`src/rtl/lsrx_pkg.sv`:
```
package lsrx_pkg;

    // Encoded as {D+, D-}
    typedef enum logic [1:0] {
        LN_SE0 = 2'b00,
        LN_J   = 2'b01,
        LN_K   = 2'b10,
        LN_SE1 = 2'b11
    } line_t;

    typedef enum logic [2:0] {
        ST_IDLE,
        ST_WAIT_J,
        ST_WAIT_K,
        ST_CHECK2K,
        ST_RECV,
        ST_DRAIN
    } rx_state_t;

endpackage

```
`src/rtl/lsrx_line_sync.sv`:
```
module lsrx_line_sync
    import lsrx_pkg::*;
#(
    parameter int STAGES = 2
) (
    input  logic  clk,
    input  logic  rst_n,
    input  logic  dp_raw,
    input  logic  dm_raw,
    output line_t line_o
);

    logic [STAGES-1:0] dp_q;
    logic [STAGES-1:0] dm_q;

    generate
        for (genvar s = 0; s < STAGES; s++) begin : g_stage
            if (s == 0) begin : g_first
                always_ff @(posedge clk or negedge rst_n) begin
                    if (!rst_n) begin
                        dp_q[0] <= 1'b0;
                        dm_q[0] <= 1'b1;
                    end else begin
                        dp_q[0] <= dp_raw;
                        dm_q[0] <= dm_raw;
                    end
                end
            end else begin : g_next
                always_ff @(posedge clk or negedge rst_n) begin
                    if (!rst_n) begin
                        dp_q[s] <= 1'b0;
                        dm_q[s] <= 1'b1;
                    end else begin
                        dp_q[s] <= dp_q[s-1];
                        dm_q[s] <= dm_q[s-1];
                    end
                end
            end
        end
    endgenerate

    assign line_o = line_t'({dp_q[STAGES-1], dm_q[STAGES-1]});

endmodule

```
`src/rtl/lsrx_bit_decoder.sv`:
```
module lsrx_bit_decoder #(
    parameter int RUN_LEN = 6,
    parameter int BYTE_W  = 8
) (
    input  logic              clk,
    input  logic              rst_n,
    input  logic              start_i,
    input  logic              smp_i,
    input  logic              lvl_i,
    input  logic              se0_i,
    output logic [BYTE_W-1:0] byte_o,
    output logic              byte_stb_o,
    output logic              eop_o
);

    localparam int IDX_W = $clog2(BYTE_W);
    localparam int RUN_W = $clog2(RUN_LEN + 1);
    localparam logic [IDX_W-1:0] IDX_LAST = IDX_W'(BYTE_W - 1);
    localparam logic [RUN_W-1:0] RUN_MAX  = RUN_W'(RUN_LEN);

    logic              prev_q;
    logic [RUN_W-1:0]  run_q;
    logic [IDX_W-1:0]  idx_q;
    logic [BYTE_W-1:0] shr_q;

    logic              stuff_slot;
    logic              dbit;
    logic [BYTE_W-1:0] shifted;
    logic              bit0_slot;

    always_comb begin
        stuff_slot = (run_q == RUN_MAX);
        dbit       = (lvl_i == prev_q);
        shifted    = {dbit, shr_q[BYTE_W-1:1]};
        bit0_slot  = (idx_q == '0) && !stuff_slot;
    end

    always_ff @(posedge clk or negedge rst_n) begin
        if (!rst_n) begin
            prev_q     <= 1'b0;
            run_q      <= '0;
            idx_q      <= '0;
            shr_q      <= '0;
            byte_o     <= '0;
            byte_stb_o <= 1'b0;
            eop_o      <= 1'b0;
        end else begin
            byte_stb_o <= 1'b0;
            eop_o      <= 1'b0;
            if (start_i) begin
                prev_q <= 1'b0;             // closing K of sync (D- low)
                run_q  <= RUN_W'(1);
                idx_q  <= '0;
                shr_q  <= '0;
            end else if (smp_i) begin
                if (se0_i && !bit0_slot) begin
                    eop_o <= 1'b1;
                end else if (stuff_slot) begin
                    run_q  <= '0;
                    prev_q <= lvl_i;
                end else begin
                    prev_q <= lvl_i;
                    shr_q  <= shifted;
                    run_q  <= dbit ? run_q + RUN_W'(1) : '0;
                    if (idx_q == IDX_LAST) begin
                        idx_q      <= '0;
                        byte_stb_o <= 1'b1;
                        byte_o     <= shifted;
                    end else begin
                        idx_q <= idx_q + IDX_W'(1);
                    end
                end
            end
        end
    end

    // the ones run never passes the stuffing limit
    a_r6_run_bounded: assert property (@(posedge clk) disable iff (!rst_n)
        run_q <= RUN_MAX);

    // samples are spaced, never back to back
    a_r4_sample_spacing: assert property (@(posedge clk) disable iff (!rst_n)
        smp_i |=> !smp_i);

    // SE0 in a bit-0 slot never ends the packet
    a_r9_bit0_se0_ignored: assert property (@(posedge clk) disable iff (!rst_n)
        (smp_i && !start_i && se0_i && bit0_slot) |=> !eop_o);

endmodule

```
`src/rtl/lsrx_packet_rx.sv`:
```
module lsrx_packet_rx
    import lsrx_pkg::*;
#(
    parameter int CYC_PER_BIT = 10,
    parameter int BUF_BYTES   = 8,
    parameter int RUN_LEN     = 6,
    parameter int SYNC_STAGES = 2,
    parameter int CNT_W       = $clog2(BUF_BYTES + 1)
) (
    input  logic             clk,
    input  logic             rst_n,
    input  logic             line_dp,
    input  logic             line_dm,
    output logic [7:0]       rx_byte,
    output logic             rx_byte_valid,
    output logic [CNT_W-1:0] rx_byte_count,
    output logic             pkt_done,
    output logic             err_overflow,
    output logic             err_sync
);

    localparam int SYNC_LIMIT = 2 * CYC_PER_BIT;
    localparam int PH_W       = $clog2(SYNC_LIMIT + 1);
    localparam logic [PH_W-1:0] PH_BIT_END = PH_W'(CYC_PER_BIT - 1);
    localparam logic [PH_W-1:0] PH_CHECK   = PH_W'(CYC_PER_BIT + CYC_PER_BIT / 2 - 1);
    localparam logic [PH_W-1:0] PH_TIMEOUT = PH_W'(SYNC_LIMIT - 1);
    localparam logic [PH_W-1:0] PH_MAX     = PH_W'(SYNC_LIMIT);
    localparam logic [CNT_W-1:0] CNT_FULL  = CNT_W'(BUF_BYTES);

    line_t      line;
    rx_state_t  state, nxt;
    logic [PH_W-1:0] tick;

    logic       smp_stb;
    logic       chk_stb;
    logic       timeout;
    logic       sync_ok;
    logic [7:0] dec_byte;
    logic       dec_stb;
    logic       dec_eop;

    lsrx_line_sync #(.STAGES(SYNC_STAGES)) u_sync (
        .clk    (clk),
        .rst_n  (rst_n),
        .dp_raw (line_dp),
        .dm_raw (line_dm),
        .line_o (line)
    );

    always_comb begin
        smp_stb = (state == ST_RECV) && (tick == PH_BIT_END);
        chk_stb = (state == ST_CHECK2K) && (tick == PH_CHECK);
        timeout = ((state == ST_WAIT_J) || (state == ST_WAIT_K)) && (tick == PH_TIMEOUT);
        sync_ok = chk_stb && (line == LN_K);
    end

    lsrx_bit_decoder #(.RUN_LEN(RUN_LEN), .BYTE_W(8)) u_dec (
        .clk        (clk),
        .rst_n      (rst_n),
        .start_i    (sync_ok),
        .smp_i      (smp_stb),
        .lvl_i      (line[0]),
        .se0_i      (line == LN_SE0),
        .byte_o     (dec_byte),
        .byte_stb_o (dec_stb),
        .eop_o      (dec_eop)
    );

    // next-state logic
    always_comb begin
        nxt = state;
        unique case (state)
            ST_IDLE:    if (line == LN_K) nxt = ST_WAIT_J;
            ST_WAIT_J:  if (line == LN_J) nxt = ST_WAIT_K;
                        else if (timeout) nxt = ST_IDLE;
            ST_WAIT_K:  if (line == LN_K) nxt = ST_CHECK2K;
                        else if (timeout) nxt = ST_IDLE;
            ST_CHECK2K: if (chk_stb) nxt = (line == LN_K) ? ST_RECV : ST_WAIT_K;
            ST_RECV:    if (dec_eop) nxt = ST_IDLE;
                        else if (dec_stb && rx_byte_count == CNT_FULL) nxt = ST_DRAIN;
            ST_DRAIN:   if (line == LN_SE0) nxt = ST_IDLE;
            default:    nxt = ST_IDLE;
        endcase
    end

    // state register
    always_ff @(posedge clk or negedge rst_n) begin
        if (!rst_n) state <= ST_IDLE;
        else        state <= nxt;
    end

    // outputs and timing counter
    always_ff @(posedge clk or negedge rst_n) begin
        if (!rst_n) begin
            tick          <= '0;
            rx_byte       <= '0;
            rx_byte_valid <= 1'b0;
            rx_byte_count <= '0;
            pkt_done      <= 1'b0;
            err_overflow  <= 1'b0;
            err_sync      <= 1'b0;
        end else begin
            rx_byte_valid <= 1'b0;
            pkt_done      <= 1'b0;
            err_overflow  <= 1'b0;
            err_sync      <= 1'b0;

            if (nxt != state)                         tick <= '0;
            else if (state == ST_RECV && tick == PH_BIT_END) tick <= '0;
            else if (tick != PH_MAX)                  tick <= tick + PH_W'(1);

            if (timeout && nxt == ST_IDLE) err_sync <= 1'b1;
            if (sync_ok) rx_byte_count <= '0;

            if (state == ST_RECV) begin
                if (dec_eop) begin
                    pkt_done <= 1'b1;
                end else if (dec_stb) begin
                    if (rx_byte_count == CNT_FULL) begin
                        err_overflow <= 1'b1;
                    end else begin
                        rx_byte       <= dec_byte;
                        rx_byte_valid <= 1'b1;
                        rx_byte_count <= rx_byte_count + CNT_W'(1);
                    end
                end
            end
        end
    end

    // every delivered byte advances the count by exactly one
    a_r7_count_step: assert property (@(posedge clk) disable iff (!rst_n)
        rx_byte_valid |-> (rx_byte_count == $past(rx_byte_count) + CNT_W'(1)));

    // the count never exceeds the buffer budget
    a_r10_count_cap: assert property (@(posedge clk) disable iff (!rst_n)
        rx_byte_count <= CNT_FULL);

    // overflow only reported with a full buffer
    a_r10_ovf_when_full: assert property (@(posedge clk) disable iff (!rst_n)
        err_overflow |-> (rx_byte_count == CNT_FULL));

    // status pulses are mutually exclusive
    a_r8_pulses_exclusive: assert property (@(posedge clk) disable iff (!rst_n)
        $onehot0({rx_byte_valid, pkt_done, err_overflow, err_sync}));

    // reception begins only after a K check sample
    a_r2_recv_after_check: assert property (@(posedge clk) disable iff (!rst_n)
        (state == ST_RECV && $past(state) != ST_RECV) |-> ($past(state) == ST_CHECK2K));

endmodule

```
`config.mk`:
```
export PLATFORM = sky130hd
export DESIGN_NAME = lsrx_packet_rx
export DESIGN_NICKNAME = d
export VERILOG_FILES = /design/src/rtl/lsrx_pkg.sv /design/src/rtl/lsrx_line_sync.sv /design/src/rtl/lsrx_bit_decoder.sv /design/src/rtl/lsrx_packet_rx.sv
export SDC_FILE = /design/constraint.sdc
export NUM_CORES = 1
export LEC_CHECK = 0
export ABC_AREA = 1
export BUFFER_PORTS_ARGS = -buffer_cell sky130_fd_sc_hd__buf_4
export CAP_MARGIN = 40
export CORE_ASPECT_RATIO = 1.5
export CORE_MARGIN = 2
export CORE_UTILIZATION = 40
export CTS_CLUSTER_DIAMETER = 150
export DETAILED_ROUTE_END_ITERATION = 10
export GPL_TIMING_DRIVEN = 1
export SETUP_SLACK_MARGIN = 0.02
export SKIP_LAST_GASP = 1
export SYNTH_ARGS = -nofsm -noshare
export SYNTH_HDL_FRONTEND = slang
export SYNTH_SLANG_ARGS = --single-unit
```
`constraint.sdc`:
```
create_clock -name clk -period 1.8 [get_ports clk]
set_clock_uncertainty 0.15 [all_clocks]
set_input_delay 0.09 -clock clk [delete_from_list [all_inputs] [get_ports clk]]
set_output_delay 0.09 -clock clk [all_outputs]
set_load 0.02 [all_outputs]
```
==> impl_metrics.yaml <==
run_status:
  outcome: "complete, no violations"
synthesis:
  synth_area_leaders: "dfrtp_1, nand2_1, ha_1"
  synth_edf_count: 0
  synthesis.area_mm2: 0.002479
  synth.ff_latch_count: 52
  synth_fp_nets: 286
  seq_area_frac_synth: 0.5260
  syn_inst: 271
  synth_top_area_share: 0.5048
  yosysTopAreaCell: "dfrtp_1"
  synth_most_common_cell: "nand2_1"
  yosys_warnings: 0
  syn_area_per_cell_um2: 9.146
  synth_flop_cell: "dfrtp_1"
  async_reset_ff_frac: 1.000
  synth.top_cells.by_count: "nand2_1, dfrtp_1, inv_1, nor2_1, nand3_1"
  synth.distinct_cells: 32
timing:
  timing.final.ws_setup_ns: 0.06620
  slew_headroom: 0.5698
  tightest_slew_ns: 0.6453
  fin_crit_ns: 1.734
  setup_viol: 0
  rsz0062_at_grt: "yes"
  fmax_mhz: 576.8
  min_period_over_period: 0.9632
  maxSlewViolCount: 0
  finalHoldViolations: 0
worst_setup_path:
  crit_fanout: 6
  cp_num_buf_inv: 2
  worst_ep_arrival_time_ns: 1.78
  reg2reg_from: "tick[2]$_DFFE_PN0P_"
  rrSetupSlack_ns: 0.07
  regToRegEndpoint: "u_dec.shr_q[6]$_DFFE_PN0P_"
  cp_top_family: "simple AND/OR/NAND/NOR gates"
  cp-end-kind: "flip-flop"
  cp.required_ns: 1.84
  slowest_stage: "dfrtp_1"
  crit_type: "flip-flop to flip-flop"
  crit_path_start_kind: "flip-flop"
  worstPathCellList: "nor2_1 -> nand3_4 -> nor2_4 -> o21ai_4 -> inv_2 -> nand2_4 -> clkinvlp_4 -> o22ai_1"
  reg2regPathDepth: 8
  critPathMaxStageDelay_ns: 0.47
power:
  ir_drop_uv: 403.4
  leakagePower_nw: 1.541
  power.density_mw_per_mm2: 828.6
placement:
  dp_slack_ns: -0.01140
  placed_cells: 372
  gp_congestion: 0.7959
  place_hpwl_um: 3195
  portBuffers: 19
die:
  core-area_mm2: 0.006087
  die_width_um: 68.28
  chipHeight_um: 100.4
  io-pin-count: 20
  row_count: 35
  dieArea_mm2: 0.006855
  start_util: 0.4072
clock_network:
  htree_levels: 2
  cts_max_path_buffers: 2
  clockRootBuffer: "clkbuf_8"
  cts_tree: "built"
  path_clk_slew_ns: 0.10
  cts_made_buffers: 5
  clkLatencyLatePin_ns: 0.31
  cts.sinks: 52
global_route:
  grt_pass1_vias: 1781
  grt_usage: 0.1474
  grt_pass1_wl_um: 7790
  overflow: 0
  antenna_found_initial: 0
  grt_max_degree: 53
cells_and_area:
  n_antenna_cell: 0
  area_growth_pct: 26.65
  nFillCells: 536
  drive_above_1_share: 0.3551
  final_nets: 335
  instances_no_fill: 395
route:
  post_drt_wl_per_cell_um: 11.94
  drc_errors: 0
  vias: 1910
  drt_iter0_markers: 61
  drt-total-wl_um: 4717
  ant_nets: 0
  dr.pass1.iters: 4
  vias_per_cell: 4.835
job:
  maxCapViolations: 0
hold_path:
  hp-class: "primary input to async pin"
==> state kept, by name, indices dropped and copies added, names as in the netlist <==
signal and cells:
u_sync.dp_q 1, u_dec.byte_o 8, err_sync 1, u_sync.line_o 2, u_dec.run_q 3, rx_byte_count 4, tick 5, state 3
u_dec.prev_q 1, u_dec.byte_stb_o 1, u_dec.idx_q 3, err_overflow 1, rx_byte_valid 1, u_dec.eop_o 1, u_dec.shr_q 7, pkt_done 1
u_sync.dm_q 1, rx_byte 8
==> cells in the final DEF (no fill, tap or decap), drive strengths merged, types with 5 or more instances in the layout <==
cell / instances
nand2: 69
nand3: 22
o22ai: 7
dfrtp: 50
o21ai: 21
a21oi: 5
inv: 40
nor2: 28
clkbuf: 5
buf: 38
ha: 11
==> power by group <==
part	switching (W)	internal, W
logic	0.000387	0.000258
clock network	0.000406	0.000277
registers	0.0000506	0.00122
total	0.000844	0.00176
==> worst register-to-register path, stage by stage, from the launching register on <==
cell	delay, ns
dfrtp_1	0.47
nor2_1	0.22
nand3_4	0.12
nor2_4	0.23
o21ai_4	0.10
inv_2	0.08
nand2_4	0.07
clkinvlp_4	0.12
o22ai_1	0.07
==> cell families (layout without fill, tap and decap cells) <==
group                      after synthesis  count (layout)  share of synthesized area
and+or+nand+nor                        126             127                     0.2403
DFF                                     52              52                     0.5260
buffers and inverters                   43              92                    0.07016
AOI/OAI and AO/OA                       34              34                    0.09036
adders and majority gates               11              11                    0.05553
xor gates and xnor gates                 5               5                    0.01767
==> how the worst max path moves through the flow <==
stage | startpoint | to | slack, ns | cells after the start
2_1_floorplan | u_dec.run_q[0]$_DFFE_PN0P_ | u_dec.byte_o[7]$_DFFE_PN0P_ | 0.03 | 13
3_3_place_gp | tick[0]$_DFFE_PN0P_ | u_dec.shr_q[5]$_DFFE_PN0P_ | 0.002 | 11
3_5_place_dp | tick[0]$_DFFE_PN0P_ | u_dec.shr_q[3]$_DFFE_PN0P_ | -0.01 | 11
4_1_cts | tick[1]$_DFFE_PN0P_ | tick[0]$_DFFE_PN0P_ | -0.006 | 11
5_1_grt | tick[1]$_DFFE_PN0P_ | tick[0]$_DFFE_PN0P_ | -0.04 | 11
6_report | tick[2]$_DFFE_PN0P_ | u_dec.shr_q[6]$_DFFE_PN0P_ | 0.07 | 8
==> layer usage <==
| layer | GRT usage | share of wire | vias to the layer above |
|---|---|---|---|
| met1 | 0.1831 | 0.45 | 922 |
| met3 | 0.02354 | 0.021 | 8 |
| met4 | 0.06615 | 0.019 | 0 |
| met2 | 0.2457 | 0.51 | 20 |
| li1 | - | - | 960 |
| met5 | 0 | 0 | - |
==> what timing repair did <==
item	4_1_cts	5_1_grt
hold buffers	3	0
pin swaps	6	11
setup buffers	6	3
endpoints found under the hold margin	52	0
setup endpoints to repair	13	36
resized for setup	9	34
cloned	1	2
==> area by class of cell <==
class                           count  area [um2]  area share
Clock buffer                        5       68.82     0.02192
Clock inverter                      3       21.27    0.006776
Inverter                           41       161.4     0.05141
Multi-Input combinational cell    177        1159      0.3691
Sequential cell                    52        1305      0.4157
Tap cell                           74       92.59     0.02949
Timing Repair Buffer               41       319.1      0.1016
Timing Repair inverter              2       12.51    0.003986
==> through the flow <==
step / setup TNS (ns) / instance area [um2] / hold WS [ns] / total power [W] / util
floorplan: 0 / 2479 / -0.3556 / 0.001622 / -
global placement: 0 / 2773 / 0.01451 / 0.001779 / 0.4555
detailed placement: -0.05007 / 2773 / 0.01812 / 0.001779 / 0.4555
CTS: -0.006977 / 2985 / 0.2129 / 0.002525 / 0.4904
global route: -0.2630 / 3139 / 0.2190 / 0.002748 / 0.5157
finish: 0 / 3139 / 0.2126 / 0.002601 / 0.5157
Power figures use the tool's default switching activity.
